<file path="config.mk">
export PLATFORM = sky130hd
export DESIGN_NAME = tap_port
export DESIGN_NICKNAME = d
export VERILOG_FILES = /design/src/rtl/tap_port_pkg.sv /design/src/rtl/tap_ctrl.sv /design/src/rtl/tap_ir.sv /design/src/rtl/tap_dr.sv /design/src/rtl/tap_port.sv
export SDC_FILE = /design/constraint.sdc
export NUM_CORES = 1
export LEC_CHECK = 0
export ABC_AREA = 0
export ABC_CLOCK_PERIOD_IN_PS = 3000
export BUFFER_PORTS_ARGS = -buffer_cell sky130_fd_sc_hd__buf_2
export CAP_MARGIN = 10
export CORE_AREA = 2 2 72 74
export CTS_CLUSTER_DIAMETER = 120
export DETAILED_ROUTE_END_ITERATION = 12
export DIE_AREA = 0 0 74 76
export GPL_TIMING_DRIVEN = 0
export PLACE_DENSITY = 0.75
export RECOVER_POWER = 100
export SLEW_MARGIN = 20
export SYNTH_ARGS = -nofsm -noshare
export SYNTH_HDL_FRONTEND = slang
export SYNTH_HIERARCHICAL = 1
export SYNTH_SLANG_ARGS = --single-unit
</file>
<file path="constraint.sdc">
create_clock -name tck -period 3 [get_ports tck]
set_input_delay 0.3 -clock tck [delete_from_list [all_inputs] [get_ports tck]]
set_output_delay 0.3 -clock tck [all_outputs]
set_load 0.05 [all_outputs]
</file>
<file path="src/rtl/tap_port_pkg.sv">
package tap_port_pkg;

    localparam int IR_W = 3;

    typedef enum logic [3:0] {
        ST_RESET, ST_IDLE,
        ST_SEL_DR, ST_CAP_DR, ST_SH_DR, ST_EX1_DR, ST_PAU_DR, ST_EX2_DR, ST_UPD_DR,
        ST_SEL_IR, ST_CAP_IR, ST_SH_IR, ST_EX1_IR, ST_PAU_IR, ST_EX2_IR, ST_UPD_IR
    } tap_state_e;

    typedef enum logic [1:0] {
        SEL_BYPASS, SEL_IDENT, SEL_CHAIN
    } dr_sel_e;

    typedef struct packed {
        dr_sel_e path;
        logic    drive;
        logic    hiz;
    } ir_ctl_t;

    localparam logic [IR_W-1:0] OP_EXTEST  = 3'b000;
    localparam logic [IR_W-1:0] OP_IDCODE  = 3'b001;
    localparam logic [IR_W-1:0] OP_SAMPLE  = 3'b010;
    localparam logic [IR_W-1:0] OP_CLAMP   = 3'b011;
    localparam logic [IR_W-1:0] OP_HIGHZ   = 3'b100;
    localparam logic [IR_W-1:0] OP_BYPASS  = 3'b111;
    localparam logic [IR_W-1:0] IR_CAPTURE = 3'b001;

    function automatic tap_state_e tap_next(tap_state_e s, logic tms);
        tap_state_e n;
        case (s)
            ST_RESET:  n = tms ? ST_RESET  : ST_IDLE;
            ST_IDLE:   n = tms ? ST_SEL_DR : ST_IDLE;
            ST_SEL_DR: n = tms ? ST_SEL_IR : ST_CAP_DR;
            ST_CAP_DR: n = tms ? ST_EX1_DR : ST_SH_DR;
            ST_SH_DR:  n = tms ? ST_EX1_DR : ST_SH_DR;
            ST_EX1_DR: n = tms ? ST_UPD_DR : ST_PAU_DR;
            ST_PAU_DR: n = tms ? ST_EX2_DR : ST_PAU_DR;
            ST_EX2_DR: n = tms ? ST_UPD_DR : ST_SH_DR;
            ST_UPD_DR: n = tms ? ST_SEL_DR : ST_IDLE;
            ST_SEL_IR: n = tms ? ST_RESET  : ST_CAP_IR;
            ST_CAP_IR: n = tms ? ST_EX1_IR : ST_SH_IR;
            ST_SH_IR:  n = tms ? ST_EX1_IR : ST_SH_IR;
            ST_EX1_IR: n = tms ? ST_UPD_IR : ST_PAU_IR;
            ST_PAU_IR: n = tms ? ST_EX2_IR : ST_PAU_IR;
            ST_EX2_IR: n = tms ? ST_UPD_IR : ST_SH_IR;
            ST_UPD_IR: n = tms ? ST_SEL_DR : ST_IDLE;
            default:   n = ST_RESET;
        endcase
        return n;
    endfunction

    function automatic ir_ctl_t ir_decode(logic [IR_W-1:0] op);
        ir_ctl_t c;
        c = '{path: SEL_BYPASS, drive: 1'b0, hiz: 1'b0};
        case (op)
            OP_EXTEST: begin c.path = SEL_CHAIN; c.drive = 1'b1; end
            OP_IDCODE: c.path = SEL_IDENT;
            OP_SAMPLE: c.path = SEL_CHAIN;
            OP_CLAMP:  c.drive = 1'b1;
            OP_HIGHZ:  c.hiz = 1'b1;
            default:   c.path = SEL_BYPASS;
        endcase
        return c;
    endfunction

endpackage

</file>
<file path="src/rtl/tap_ctrl.sv">
module tap_ctrl
    import tap_port_pkg::*;
(
    input  logic       tck,
    input  logic       rst,
    input  logic       tms,
    output tap_state_e state
);

    always_ff @(posedge tck) begin
        if (rst) state <= ST_RESET;
        else     state <= tap_next(state, tms);
    end

endmodule

</file>
<file path="src/rtl/tap_ir.sv">
module tap_ir
    import tap_port_pkg::*;
(
    input  logic            tck,
    input  logic            rst,
    input  tap_state_e      state,
    input  logic            tdi,
    output logic [IR_W-1:0] ir_q,
    output logic            sh_lsb
);

    logic [IR_W-1:0] ir_sh;

    // shift stage works on rising edges
    always_ff @(posedge tck) begin
        if (rst)                   ir_sh <= IR_CAPTURE;
        else if (state == ST_CAP_IR) ir_sh <= IR_CAPTURE;
        else if (state == ST_SH_IR)  ir_sh <= {tdi, ir_sh[IR_W-1:1]};
    end

    // hold stage loads on the falling edge
    always_ff @(negedge tck) begin
        if (rst || state == ST_RESET) ir_q <= OP_IDCODE;
        else if (state == ST_UPD_IR)  ir_q <= ir_sh;
    end

    assign sh_lsb = ir_sh[0];

endmodule

</file>
<file path="src/rtl/tap_dr.sv">
module tap_dr
    import tap_port_pkg::*;
#(
    parameter int              ID_W     = 32,
    parameter logic [ID_W-1:0] ID_VALUE = 32'h4A6B_C0D3
) (
    input  logic       tck,
    input  logic       rst,
    input  tap_state_e state,
    input  dr_sel_e    path,
    input  logic       tdi,
    output logic       byp_q,
    output logic       id_lsb
);

    logic [ID_W-1:0] id_sh;

    always_ff @(posedge tck) begin
        if (rst)                    byp_q <= 1'b0;
        else if (path == SEL_BYPASS) begin
            if (state == ST_CAP_DR)     byp_q <= 1'b0;
            else if (state == ST_SH_DR) byp_q <= tdi;
        end
    end

    generate
        if (ID_W > 1) begin : g_id_wide
            always_ff @(posedge tck) begin
                if (rst)                   id_sh <= ID_VALUE;
                else if (path == SEL_IDENT) begin
                    if (state == ST_CAP_DR)     id_sh <= ID_VALUE;
                    else if (state == ST_SH_DR) id_sh <= {tdi, id_sh[ID_W-1:1]};
                end
            end
        end else begin : g_id_bit
            always_ff @(posedge tck) begin
                if (rst)                   id_sh <= ID_VALUE;
                else if (path == SEL_IDENT) begin
                    if (state == ST_CAP_DR)     id_sh <= ID_VALUE;
                    else if (state == ST_SH_DR) id_sh <= tdi;
                end
            end
        end
    endgenerate

    assign id_lsb = id_sh[0];

endmodule

</file>
<file path="src/rtl/tap_port.sv">
module tap_port
    import tap_port_pkg::*;
#(
    parameter int              ID_W     = 32,
    parameter logic [ID_W-1:0] ID_VALUE = 32'h4A6B_C0D3
) (
    input  logic tck,
    input  logic trst_n,
    input  logic tms,
    input  logic tdi,
    input  logic bsr_so,
    output logic tdo,
    output logic tdo_en,
    output logic bsr_sel,
    output logic bsr_capture,
    output logic bsr_shift,
    output logic bsr_update,
    output logic bsr_drive,
    output logic bsr_hiz
);

    logic            rst;
    tap_state_e      state;
    logic [IR_W-1:0] ir_q;
    logic            ir_lsb;
    ir_ctl_t         ctl;
    logic            byp_q;
    logic            id_lsb;
    logic            dr_bit;

    assign rst = ~trst_n;

    tap_ctrl u_ctrl (
        .tck   (tck),
        .rst   (rst),
        .tms   (tms),
        .state (state)
    );

    tap_ir u_ir (
        .tck    (tck),
        .rst    (rst),
        .state  (state),
        .tdi    (tdi),
        .ir_q   (ir_q),
        .sh_lsb (ir_lsb)
    );

    always_comb ctl = ir_decode(ir_q);

    tap_dr #(
        .ID_W     (ID_W),
        .ID_VALUE (ID_VALUE)
    ) u_dr (
        .tck    (tck),
        .rst    (rst),
        .state  (state),
        .path   (ctl.path),
        .tdi    (tdi),
        .byp_q  (byp_q),
        .id_lsb (id_lsb)
    );

    always_comb begin
        case (ctl.path)
            SEL_IDENT: dr_bit = id_lsb;
            SEL_CHAIN: dr_bit = bsr_so;
            default:   dr_bit = byp_q;
        endcase
    end

    // serial output retimed to the falling edge
    always_ff @(negedge tck) begin
        if (rst) begin
            tdo    <= 1'b0;
            tdo_en <= 1'b0;
        end else begin
            case (state)
                ST_SH_IR: begin tdo <= ir_lsb; tdo_en <= 1'b1; end
                ST_SH_DR: begin tdo <= dr_bit; tdo_en <= 1'b1; end
                default:  begin tdo <= 1'b0;   tdo_en <= 1'b0; end
            endcase
        end
    end

    assign bsr_sel     = (ctl.path == SEL_CHAIN);
    assign bsr_capture = bsr_sel && (state == ST_CAP_DR);
    assign bsr_shift   = bsr_sel && (state == ST_SH_DR);
    assign bsr_update  = bsr_sel && (state == ST_UPD_DR);
    assign bsr_drive   = ctl.drive;
    assign bsr_hiz     = ctl.hiz;

endmodule

</file>
Word level (Yosys, flattened, before mapping)
Index checks and enable logic that the tools add are counted.

word-level totals
  word-level logic and storage cells = 69
  memories = 0
  bits in writable memories = 0
  memory bits (read-only) = 0
  flip-flop bits (word level) = 45
  bits in latches = 0

operators by class
  order comparisons = 0
  add/subtract/negate cells = 0
  bitwise operators = 1
  muxes and demuxes = 23
  divide/modulo/power cells = 0
  shifts and indexed selects = 0
  multipliers = 0
  equal/unequal tests = 21
  reductions and logical operators = 17

operator list
  operator            count
  $mux 32             2
  $pmux 4 s12         1
  $eq 4x4->1 const B  8
  $eq 4x3->1 const B  4
  $mux 4              4
  $reduce_or 2->1     6
  $eq 4x2->1 const B  2
  $mux 1              8
  $eq 3x2->1 const B  2
  $mux 2              3
  $mux 3              2
  $eq 4x1->1 const B  1
  $logic_not 4->1     1
  $pmux 1 s2          2
  $pmux 2 s2          1
  $reduce_and 2->1    2
  $eq 3x1->1 const B  1
  $eq 3x3->1 const B  1
  $logic_and 1x1->1   3
  $logic_not 3->1     1
  $reduce_or 3->1     1
  $eq 2x1->1 const B  1
  $eq 2x2->1 const B  1
  $logic_not 2->1     1
  other kinds (3)     3

Depth between registers and ports, before layout
Gate-level depths: netlist of the first run.

  depth after elaboration = 6
  depth in mapped cells = 8
  mapped depth without buffers = 7

Modules after synthesis
The synthesis of the first run kept the hierarchy.

by module, submodules not included
  module    cells each  area each (µm²)  times used
  tap_dr    152         1483.9           1
  tap_ctrl  39          331.6            1
  tap_ir    28          254.0            1
  tap_port  31          227.7            1

==> results of run 1 <==
[area by class of cell]
cell class	count	share of cell area, %
multi-input cells	176	46.0
flip-flops and latches	45	32.8
repair buffers	22	8.03
plain buffers	16	4.87
well taps	70	3.16
clock buffers	7	2.89
inverters	11	1.49
clock inverters	6	0.812
[layer usage]
metal	wire (um)	up-vias
li1	-	934
met1	2230	896
met2	2490	25
met3	99	9
met4	65	0
met5	0	-
[power by group through the flow]
stage	clock network (mW)	logic, mW	registers (mW)
final	0.391	0.143	0.636
after global routing	0.435	0.156	0.638
after CTS	0.400	0.145	0.634
after detailed placement	0.0146	0.128	0.649
after global placement	0.0146	0.126	0.648
after floorplan	0.0146	0.105	0.644
[kinds of logic (layout without fill, tap and decap cells)]
family | after synthesis | in the layout | synth area share [%]
AND/OR/NAND/NOR | 110 | 110 | 25.8
multiplexers | 35 | 35 | 16.0
adder cells (fa/ha/maj) | 3 | 3 | 1.63
AO/OA/AOI/OAI | 26 | 26 | 9.15
buffers and inverters | 29 | 62 | 7.46
XOR/XNOR | 2 | 2 | 0.763
flip-flops | 45 | 45 | 39.2
[cells in the mapped netlist, types with 2 or more instances]
library cell	count	share of area (%)
nor2b_1	12	3.3
nor3b_1	3	0.98
clkbuf_8	2	1.2
buf_2	4	0.87
and3_1	9	2.5
buf_6	5	2.5
o21ai_0	4	0.87
dfxtp_1	45	39
inv_1	13	2.1
mux2i_1	25	11
clkbuf_1	4	0.65
mux2_2	9	4.4
o211ai_1	2	0.65
nand3_1	7	1.5
nor2_1	31	5.1
ha_1	3	1.6
nand2b_1	3	0.82
xor2_1	2	0.76
nor3_1	17	3.7
nand2_1	14	2.3
a21oi_1	5	1.1
and3b_1	3	1.1
[state kept, by name (all words and copies together), names as in the netlist]
signal,cells
tdo,1
tdo_en,1
u_ctrl/state,4
u_dr/byp_q,1
u_dr/id_sh,32
u_ir/ir_q,3
u_ir/ir_sh,3
[placed cells by master, fill, tap and decap left out, types with 5 or more instances in the layout]
cell type and instances:
clkbuf_8 7, nand2_1 14, nand3_1 7, mux2_2 9, mux2i_1 25, nor3_1 17
dfxtp_1 40, buf_2 7, buf_4 5, a21oi_1 5, inv_1 17, and3_1 8
nor2b_1 12, buf_6 13, clkbuf_1 5, nor2_1 28
[worst paths after layout]
| kind | depth (start not counted) | to | from |
|---|---|---|---|
| worst max-delay path | 5 | bsr_capture | u_ir/ir_q[2] |
| worst min-delay path | 3 | u_ir/ir_sh[2] | tdi |
| worst max register to register | 6 | u_dr/id_sh[10] | u_ir/ir_q[2] |
| worst min register to register | 2 | u_dr/id_sh[12] | u_dr/id_sh[12] |
[critical path, cell delays in order, from the launching register on]
cell,delay [ns]
dfxtp_2,0.35
or3b_4,0.43
ha_4,0.19
nand4b_1,0.09
nor2_2,0.05
buf_6,0.17
[timing repair]
action                                  4_1_cts  5_1_grt
endpoints found under the hold margin         0        0
cloned                                        1        0
pin swaps                                     3        2
buffers inserted                              9        1
resized for setup                            21       10
endpoints found under the setup margin       38       42
==> impl_metrics.json, run 1 <==
{
  "status": "complete, but fails checks",
  "violations": "setup timing",
  "crit_arrival_ns": 3.12,
  "portBuffers": 11,
  "clk_path_buf_depth": 2,
  "worstSetupPathType": "flip-flop to output port",
  "postCtsHoldBufs": 0,
  "synth_area_mm2": 0.00230,
  "cts.clk_slew.worst_paths_ns": 0.08,
  "start_util_pct": 46.8,
  "seqCellArea_um2": 910,
  "setup_viol": 38,
  "max_slew_margin_pct": 63.8,
  "final_area_mm2": 0.00277,
  "endpoint_kind": "output port",
  "wire_per_inst_um": 13.8,
  "grt_max_degree": 16,
  "nets": 290,
  "antennaDiodeCount": 0,
  "setup_slack_ns": -0.421,
  "power_frac_clock_pct": 33.4,
  "gp_congestion": 0.791,
  "dp_hpwl_um": 2940,
  "syn_nets": 258,
  "synth_edf_count": 0,
  "synth-seq-cells": 45,
  "pin_count": 13,
  "place_area_mm2": 0.00246,
  "p_sw_share_pct": 25.8,
  "comb_power_share_pct": 12.2,
  "multiInputGateArea_mm2": 0.00127,
  "grt_use_met2_pct": 31.1,
  "p_leak_nw": 1.17,
  "htreeDepth": 2,
  "start_kind": "flip-flop",
  "rsz0062_at_grt": "yes",
  "finClkSkew_ns": 0.0641,
  "peakVddDrop_v": 0.000348,
  "clk-insertion-delay-late_ns": 0.35,
  "place_ws_ns": -0.486,
  "route.detailed.drc": 0,
  "grt_util_met1_pct": 23.0,
  "yosysWarnings": 6,
  "power_mw": 1.17,
  "tightestPinTransition_ns": 0.542,
  "grt_util_met3_pct": 3.70,
  "synthArstFlopShare_pct": 0,
  "syn_inst": 250,
  "coreArea_mm2": 0.00491,
  "grt_pass1_wl_um": 8200,
  "placedCellCount": 331,
  "final_cells": 353,
  "cts_sinks": 45,
  "cts_tree": "yes",
  "final_util_pct": 56.5,
  "root_buffer": "clkbuf_8",
  "worstHoldPathType": "input port to flip-flop",
  "worst-path-max-fanout": 6,
  "drt_iter0_drc": 122,
  "drive_gt1_share_pct": 24.4,
  "p_per_area_mw_per_mm2": 422,
  "cts_buffers": 5,
  "power_switching_mw": 0.302,
  "die_h_um": 76,
  "grt.overflow.total": 0,
  "finalMaxSlewViolations": 0,
  "fp.dieArea_mm2": 0.00562,
  "drt_first_pass_iters": 4,
  "synth_top_flop_cell": "dfxtp_1",
  "vias": 1864,
  "synth_cell_types": 50,
  "crit_required_ns": 2.70,
  "grt_pass1_vias": 1811,
  "internal_power_mw": 0.868,
  "nFillCells": 428,
  "rows": 26,
  "hold_violations": 0,
  "yosysSeqAreaShare_pct": 39.2,
  "drv_cap": 0,
  "antenna_left": 0,
  "power_frac_seq_pct": 54.3,
  "syn_to_final_growth_pct": 20.8,
  "synth_area_per_cell_um2": 9.19,
  "rrSetupSlack_ns": -0.41,
  "hold_ws_ns": 0.276,
  "avgViaCountPerCell": 5.28,
  "tns_ns": -13.16,
  "antenna_found_initial": 0,
  "die_x_um": 74,
  "grt.total_usage_pct": 18.2,
  "wl_um": 4880,
  "top_usage_layer": "met2"
}
(Power assumes the default switching activity.)
==> inputs of run 2 (changes only) <==
--- a/config.mk
+++ b/config.mk
@@ -10,6 +10,7 @@
 export BUFFER_PORTS_ARGS = -buffer_cell sky130_fd_sc_hd__buf_2
 export CAP_MARGIN = 10
 export CORE_AREA = 2 2 72 74
+export CTS_BUF_LIST = sky130_fd_sc_hd__clkbuf_4 sky130_fd_sc_hd__clkbuf_8
 export CTS_CLUSTER_DIAMETER = 120
 export DETAILED_ROUTE_END_ITERATION = 12
 export DIE_AREA = 0 0 74 76
==> run 2 against run 1 <==
  * The run still ends with setup timing left
  * Global-route usage is 0.21 points higher
  * Sequential power about the same
  * Wire length is 0.31% higher
  * Setup slack better by 0.0024 ns
  * Via count is 0.70% lower
  * Cell count unchanged
  * Power is 0.59% higher
  * Sequential share of layout area is essentially flat
  * Clock skew decreased by 0.0011 ns
  * Critical path type unchanged
  * Largest cell class unchanged
  * Largest power group unchanged
  * Highest routed layer unchanged
==> impl_metrics.json, run 2 (synthesis results as in run 1) <==
{
  "cts_tree": "yes",
  "rows": 26,
  "route.detailed.drc": 0,
  "drv_cap": 0,
  "p_leak_nw": 1.18,
  "antenna_found_initial": 0,
  "antennaDiodeCount": 0,
  "wire_per_inst_um": 13.9,
  "clk_path_buf_depth": 2,
  "drt_first_pass_iters": 4,
  "hold_ws_ns": 0.279,
  "wl_um": 4900,
  "tns_ns": -13.14,
  "place_area_mm2": 0.00246,
  "final_area_mm2": 0.00278,
  "drt_iter0_drc": 101,
  "setup_slack_ns": -0.419,
  "rsz0062_at_grt": "yes",
  "grt.overflow.total": 0,
  "pin_count": 13,
  "max_slew_margin_pct": 62.2,
  "worstHoldPathType": "input port to flip-flop",
  "endpoint_kind": "output port",
  "start_kind": "flip-flop",
  "regMostFlops": "u_dr/id_sh",
  "peakVddDrop_v": 0.000347,
  "final_util_pct": 56.5,
  "die_h_um": 76,
  "placedCellCount": 331,
  "start_util_pct": 46.8,
  "worstSetupPathType": "flip-flop to output port",
  "hold_violations": 0,
  "fp.dieArea_mm2": 0.00562,
  "drive_gt1_share_pct": 24.7,
  "grt.total_usage_pct": 18.4,
  "multiInputGateArea_mm2": 0.00127,
  "layout_commonest_cell": "dfxtp_1",
  "grt_max_degree": 16,
  "cts_sinks": 45,
  "status": "complete, but fails checks",
  "largest_reg_flops": 32,
  "avgViaCountPerCell": 5.24,
  "place_ws_ns": -0.486,
  "violations": "setup timing",
  "power_mw": 1.18,
  "setup_viol": 38,
  "layout_common_cells": "40 x dfxtp_1, 28 x nor2_1, 25 x mux2i_1",
  "nets": 290,
  "finalMaxSlewViolations": 0,
  "postCtsHoldBufs": 0,
  "gp_congestion": 0.791,
  "finClkSkew_ns": 0.0630,
  "final_cells": 353,
  "tightestPinTransition_ns": 0.566,
  "seqCellArea_um2": 910,
  "htreeDepth": 2,
  "cts.clk_slew.worst_paths_ns": 0.08,
  "cts_buffers": 5,
  "syn_to_final_growth_pct": 20.9,
  "die_x_um": 74,
  "crit_arrival_ns": 3.12,
  "dp_hpwl_um": 2940,
  "grt_pass1_vias": 1831,
  "worst-path-max-fanout": 6,
  "p_per_area_mw_per_mm2": 424,
  "nFillCells": 425,
  "vias": 1851,
  "root_buffer": "clkbuf_8",
  "coreArea_mm2": 0.00491,
  "portBuffers": 11,
  "crit_required_ns": 2.70,
  "grt_pass1_wl_um": 8300,
  "clk-insertion-delay-late_ns": 0.35,
  "largest_registers": "u_dr/id_sh (32), u_ctrl/state (4)",
  "antenna_left": 0
}
## run 2: layer usage
layer / part of all wire, % / vias up / wire length (um) / track usage [%]
met3: 2.2 / 9 / 110 / 3.70
met2: 51 / 31 / 2490 / 31.3
li1: - / 935 / - / -
met5: 0 / - / 0 / 0
met1: 46 / 876 / 2230 / 23.4
met4: 1.3 / 0 / 65 / 4.73
## run 2: what timing repair did
action,CTS,global route
resized for setup,21,10
gates cloned,1,0
pin swaps,3,2
endpoints found under the setup margin,38,42
setup buffers,9,1
## run 2: layout make-up
class	instances	area share, %
inverters	11	1.49
repair buffers	22	8.02
clock buffers	7	3.02
flip-flops and latches	45	32.7
clock inverters	6	0.811
multi-input cells	176	45.9
well taps	70	3.15
plain buffers	16	4.86
## run 2: worst paths after layout
kind	slack [ns]	endpoint	depth (start not counted)	start
worst max-delay path	-0.42	bsr_capture	5	u_ir/ir_q[2]
worst min-delay path	0.28	u_ir/ir_sh[2]	3	tdi
worst max register to register	-0.41	u_dr/id_sh[10]	6	u_ir/ir_q[2]
worst min register to register	0.47	u_dr/id_sh[12]	2	u_dr/id_sh[12]
## run 2: power by group
group / internal [mW] / switching [mW]
registers: 0.615 / 0.0210
logic: 0.0727 / 0.0704
clock network: 0.189 / 0.209
## run 2: critical path, cell delays in order, from the launching register on
cell      delay (ns)
dfxtp_2         0.35
or3b_4          0.43
ha_4            0.19
nand4b_1        0.09
nor2_2          0.05
buf_6           0.17
==> inputs of run 3 (changes only) <==
--- a/config.mk
+++ b/config.mk
@@ -9,16 +9,15 @@
 export ABC_CLOCK_PERIOD_IN_PS = 3000
 export BUFFER_PORTS_ARGS = -buffer_cell sky130_fd_sc_hd__buf_2
 export CAP_MARGIN = 10
-export CORE_AREA = 2 2 72 74
+export CORE_AREA = 2 2 70 72
 export CTS_BUF_LIST = sky130_fd_sc_hd__clkbuf_4 sky130_fd_sc_hd__clkbuf_8
 export CTS_CLUSTER_DIAMETER = 120
 export DETAILED_ROUTE_END_ITERATION = 12
-export DIE_AREA = 0 0 74 76
+export DIE_AREA = 0 0 72 74
 export GPL_TIMING_DRIVEN = 0
-export PLACE_DENSITY = 0.75
+export PLACE_DENSITY = 0.76
 export RECOVER_POWER = 100
 export SLEW_MARGIN = 20
 export SYNTH_ARGS = -nofsm -noshare
 export SYNTH_HDL_FRONTEND = slang
-export SYNTH_HIERARCHICAL = 1
 export SYNTH_SLANG_ARGS = --single-unit
==> run 3 against run 2 <==
  * Final area decreased by 1.4%
  * The run still ends with setup timing left
  * Register-to-register slack better by 0.24 ns
  * Largest power group unchanged
  * Largest cell class unchanged
  * Critical endpoint is now bsr_shift
  * Die area fell by 5.3%
  * Power up 0.47%
  * Cell count decreased by 4.5%
==> impl_metrics.json, run 3 <==
{
  "path_delay_family": "flip-flops",
  "hold_violations": 0,
  "power_mw": 1.18,
  "rows": 25,
  "vias": 1933,
  "grt_pass1_vias": 1826,
  "route.detailed.drc": 0,
  "drive_gt1_share_pct": 22.6,
  "nets": 290,
  "grt_pass1_wl_um": 8450,
  "rrSetupSlack_ns": -0.17,
  "die_h_um": 74,
  "dr_wl_met2_um": 2680,
  "netlist_top_cells_count": "45 x dfxtp_1, 30 x nand2_1, 25 x mux2i_1, 19 x nor2_1, 17 x nand3_1",
  "start_kind": "flip-flop",
  "synthArstFlopShare_pct": 0,
  "synth-seq-cells": 45,
  "crit_required_ns": 2.70,
  "start_util_pct": 47.8,
  "portBuffers": 11,
  "p_sw_share_pct": 27.2,
  "dp_hpwl_um": 3250,
  "grt.overflow.total": 0,
  "worst-path-max-fanout": 5,
  "crit_arrival_ns": 2.89,
  "r2r_cells": 9,
  "hold_depth": 3,
  "die_x_um": 72,
  "comb_power_share_pct": 11.2,
  "synth_top_flop_cell": "dfxtp_1",
  "wire_per_inst_um": 16.0,
  "grt.total_usage_pct": 20.1,
  "yosysTopAreaCell": "dfxtp_1",
  "finClkSkew_ns": 0.0603,
  "drt_iter0_drc": 101,
  "synth_area_leaders": "dfxtp_1 41%, mux2i_1 11%, nand2_1 5.1%, nand3_1 3.9%, nor2_1 3.2%",
  "power_frac_seq_pct": 52.5,
  "top_layer_used": "met4",
  "nFillCells": 396,
  "coreArea_mm2": 0.00460,
  "fp.dieArea_mm2": 0.00533,
  "antennaDiodeCount": 0,
  "synth_area_mm2": 0.00220,
  "final_area_mm2": 0.00274,
  "internal_power_mw": 0.861,
  "place_ws_ns": -0.158,
  "rsz0062_at_grt": "yes",
  "avgViaCountPerCell": 5.74,
  "htreeDepth": 2,
  "synth_area_per_cell_um2": 8.90,
  "p_per_area_mw_per_mm2": 432,
  "clk-insertion-delay-late_ns": 0.36,
  "cts.clk_slew.worst_paths_ns": 0.08,
  "slowest_stage": "dfxtp_4",
  "wl_met3_um": 226,
  "antenna_found_initial": 0,
  "yosys.area.top_type_share_pct": 41.0,
  "synth_most_common_cell": "dfxtp_1",
  "peakVddDrop_v": 0.000328,
  "endpoint_kind": "output port",
  "finalMaxSlewViolations": 0,
  "grt_max_degree": 15,
  "place_area_mm2": 0.00238,
  "drt_first_pass_iters": 4,
  "syn_nets": 255,
  "cp_num_buf_inv": 1,
  "m1WireLength_um": 2410,
  "worstHoldPathType": "input port to flip-flop",
  "layout_common_cells": "42 x dfxtp_1, 28 x nand2_1, 25 x mux2i_1",
  "antenna_left": 0,
  "synth_edf_count": 0,
  "layout_commonest_cell": "dfxtp_1",
  "r2r-end": "u_dr.id_sh[2]",
  "power_switching_mw": 0.321,
  "synth_cell_types": 46,
  "reg2reg_from": "u_ir.ir_q[0]",
  "clk_path_buf_depth": 2,
  "status": "complete, but fails checks",
  "setup_slack_ns": -0.194,
  "worstSetupPathType": "flip-flop to output port",
  "cp_slowest_stage_delay_ns": 0.36,
  "syn_inst": 247,
  "wl_um": 5400,
  "path_cells": "nor2_4 -> ha_4 -> nand2_4 -> nor3_4 -> buf_6",
  "setup_viol": 38,
  "largest_registers": "u_dr.id_sh (32), u_ctrl.state (4)",
  "yosysWarnings": 0,
  "gp_congestion": 0.813,
  "largest_reg_flops": 32,
  "power_frac_clock_pct": 36.4,
  "hold_end": "u_ir.ir_sh[2]",
  "violations": "setup timing",
  "p_leak_nw": 1.13,
  "max_slew_margin_pct": 58.3,
  "cts_buffers": 5,
  "hp-start": "tdi",
  "cts_sinks": 45,
  "regMostFlops": "u_dr.id_sh",
  "yosysSeqAreaShare_pct": 41.0,
  "root_buffer": "clkbuf_8",
  "drv_cap": 0,
  "pin_count": 13,
  "syn_to_final_growth_pct": 24.6,
  "postCtsHoldBufs": 0,
  "cts_tree": "yes",
  "tightestPinTransition_ns": 0.617
}
[run 3: worst max-delay path by stage]
stage / start / endpoint / slack (ns) / cells past startpoint
after global placement: u_ir.ir_q[1] / u_dr.id_sh[26] / -0.11 / 8
after detailed placement: u_ir.ir_q[1] / u_dr.id_sh[9] / -0.16 / 9
final: u_ir.ir_q[0] / bsr_shift / -0.19 / 5
after CTS: u_ir.ir_q[0] / bsr_shift / -0.19 / 5
after global routing: u_ir.ir_q[2] / bsr_shift / -0.26 / 6
after floorplan: u_ir.ir_q[1] / bsr_shift / -0.07 / 5
[run 3: timing repair]
action                     CTS  global route
gates cloned                 1             2
resized for setup           28            12
setup buffers                7             3
pin swaps                    4             4
setup endpoints to repair   37            38
[run 3: area by class of cell]
cell class | instances | area, um^2 | share of cell area, %
multi-input combinational | 172 | 1250 | 45.7
sequential | 45 | 912 | 33.3
timing repair buffer | 24 | 223 | 8.13
buffer | 23 | 145 | 5.30
clock buffer | 6 | 82.6 | 3.02
tap | 54 | 67.6 | 2.47
clock inverter | 7 | 31.3 | 1.14
inverter | 6 | 25.0 | 0.914
[run 3: worst register-to-register path: stages, from the launching register on]
cell	delay [ns]
dfxtp_4	0.36
nor2_4	0.14
buf_4	0.14
inv_4	0.04
ha_4	0.15
clkbuf_8	0.14
o21a_1	0.14
buf_6	0.15
clkbuf_16	0.16
mux2i_1	0.12
[run 3: power groups by stage]
stage               Combinational (mW)  Clock (mW)  Sequential, mW
floorplan                       0.0886      0.0124           0.635
global placement                 0.113      0.0124           0.635
detailed placement               0.115      0.0124           0.636
CTS                              0.123       0.430           0.620
global route                     0.142       0.462           0.622
finish                           0.132       0.430           0.621
[run 3: through the flow]
step | TNS, ns | hold slack, ns | utilization, % | cells
after global placement | -2.41 | 0.442 | 51.9 | 312
after global routing | -6.97 | 0.300 | 59.6 | 337
after detailed placement | -3.23 | 0.455 | 51.9 | 312
after CTS | -4.20 | 0.258 | 57.6 | 332
final | -4.24 | 0.268 | 59.6 | 337
after floorplan | -0.0715 | 0.430 | - | 247
[run 3: routing by layer]
| metal | up-vias | GRT usage, % |
|---|---|---|
| met5 | - | 0 |
| met4 | 0 | 6.71 |
| met3 | 12 | 4.34 |
| met2 | 45 | 34.9 |
| met1 | 942 | 25.1 |
| li1 | 934 | - |
[run 3: cells by family (layout without fill, tap and decap cells)]
kind of cell             count (synthesis)  count (layout)  synth area share, %
buffers and inverters                   30              66                 6.66
AND/OR/NAND/NOR                        105             105                 25.3
adder cells (fa/ha/maj)                  3               3                 1.71
XOR/XNOR                                 1               1                0.398
AO/OA/AOI/OAI                           34              34                 11.5
flip-flops                              45              45                 41.0
multiplexers                            29              29                 13.4
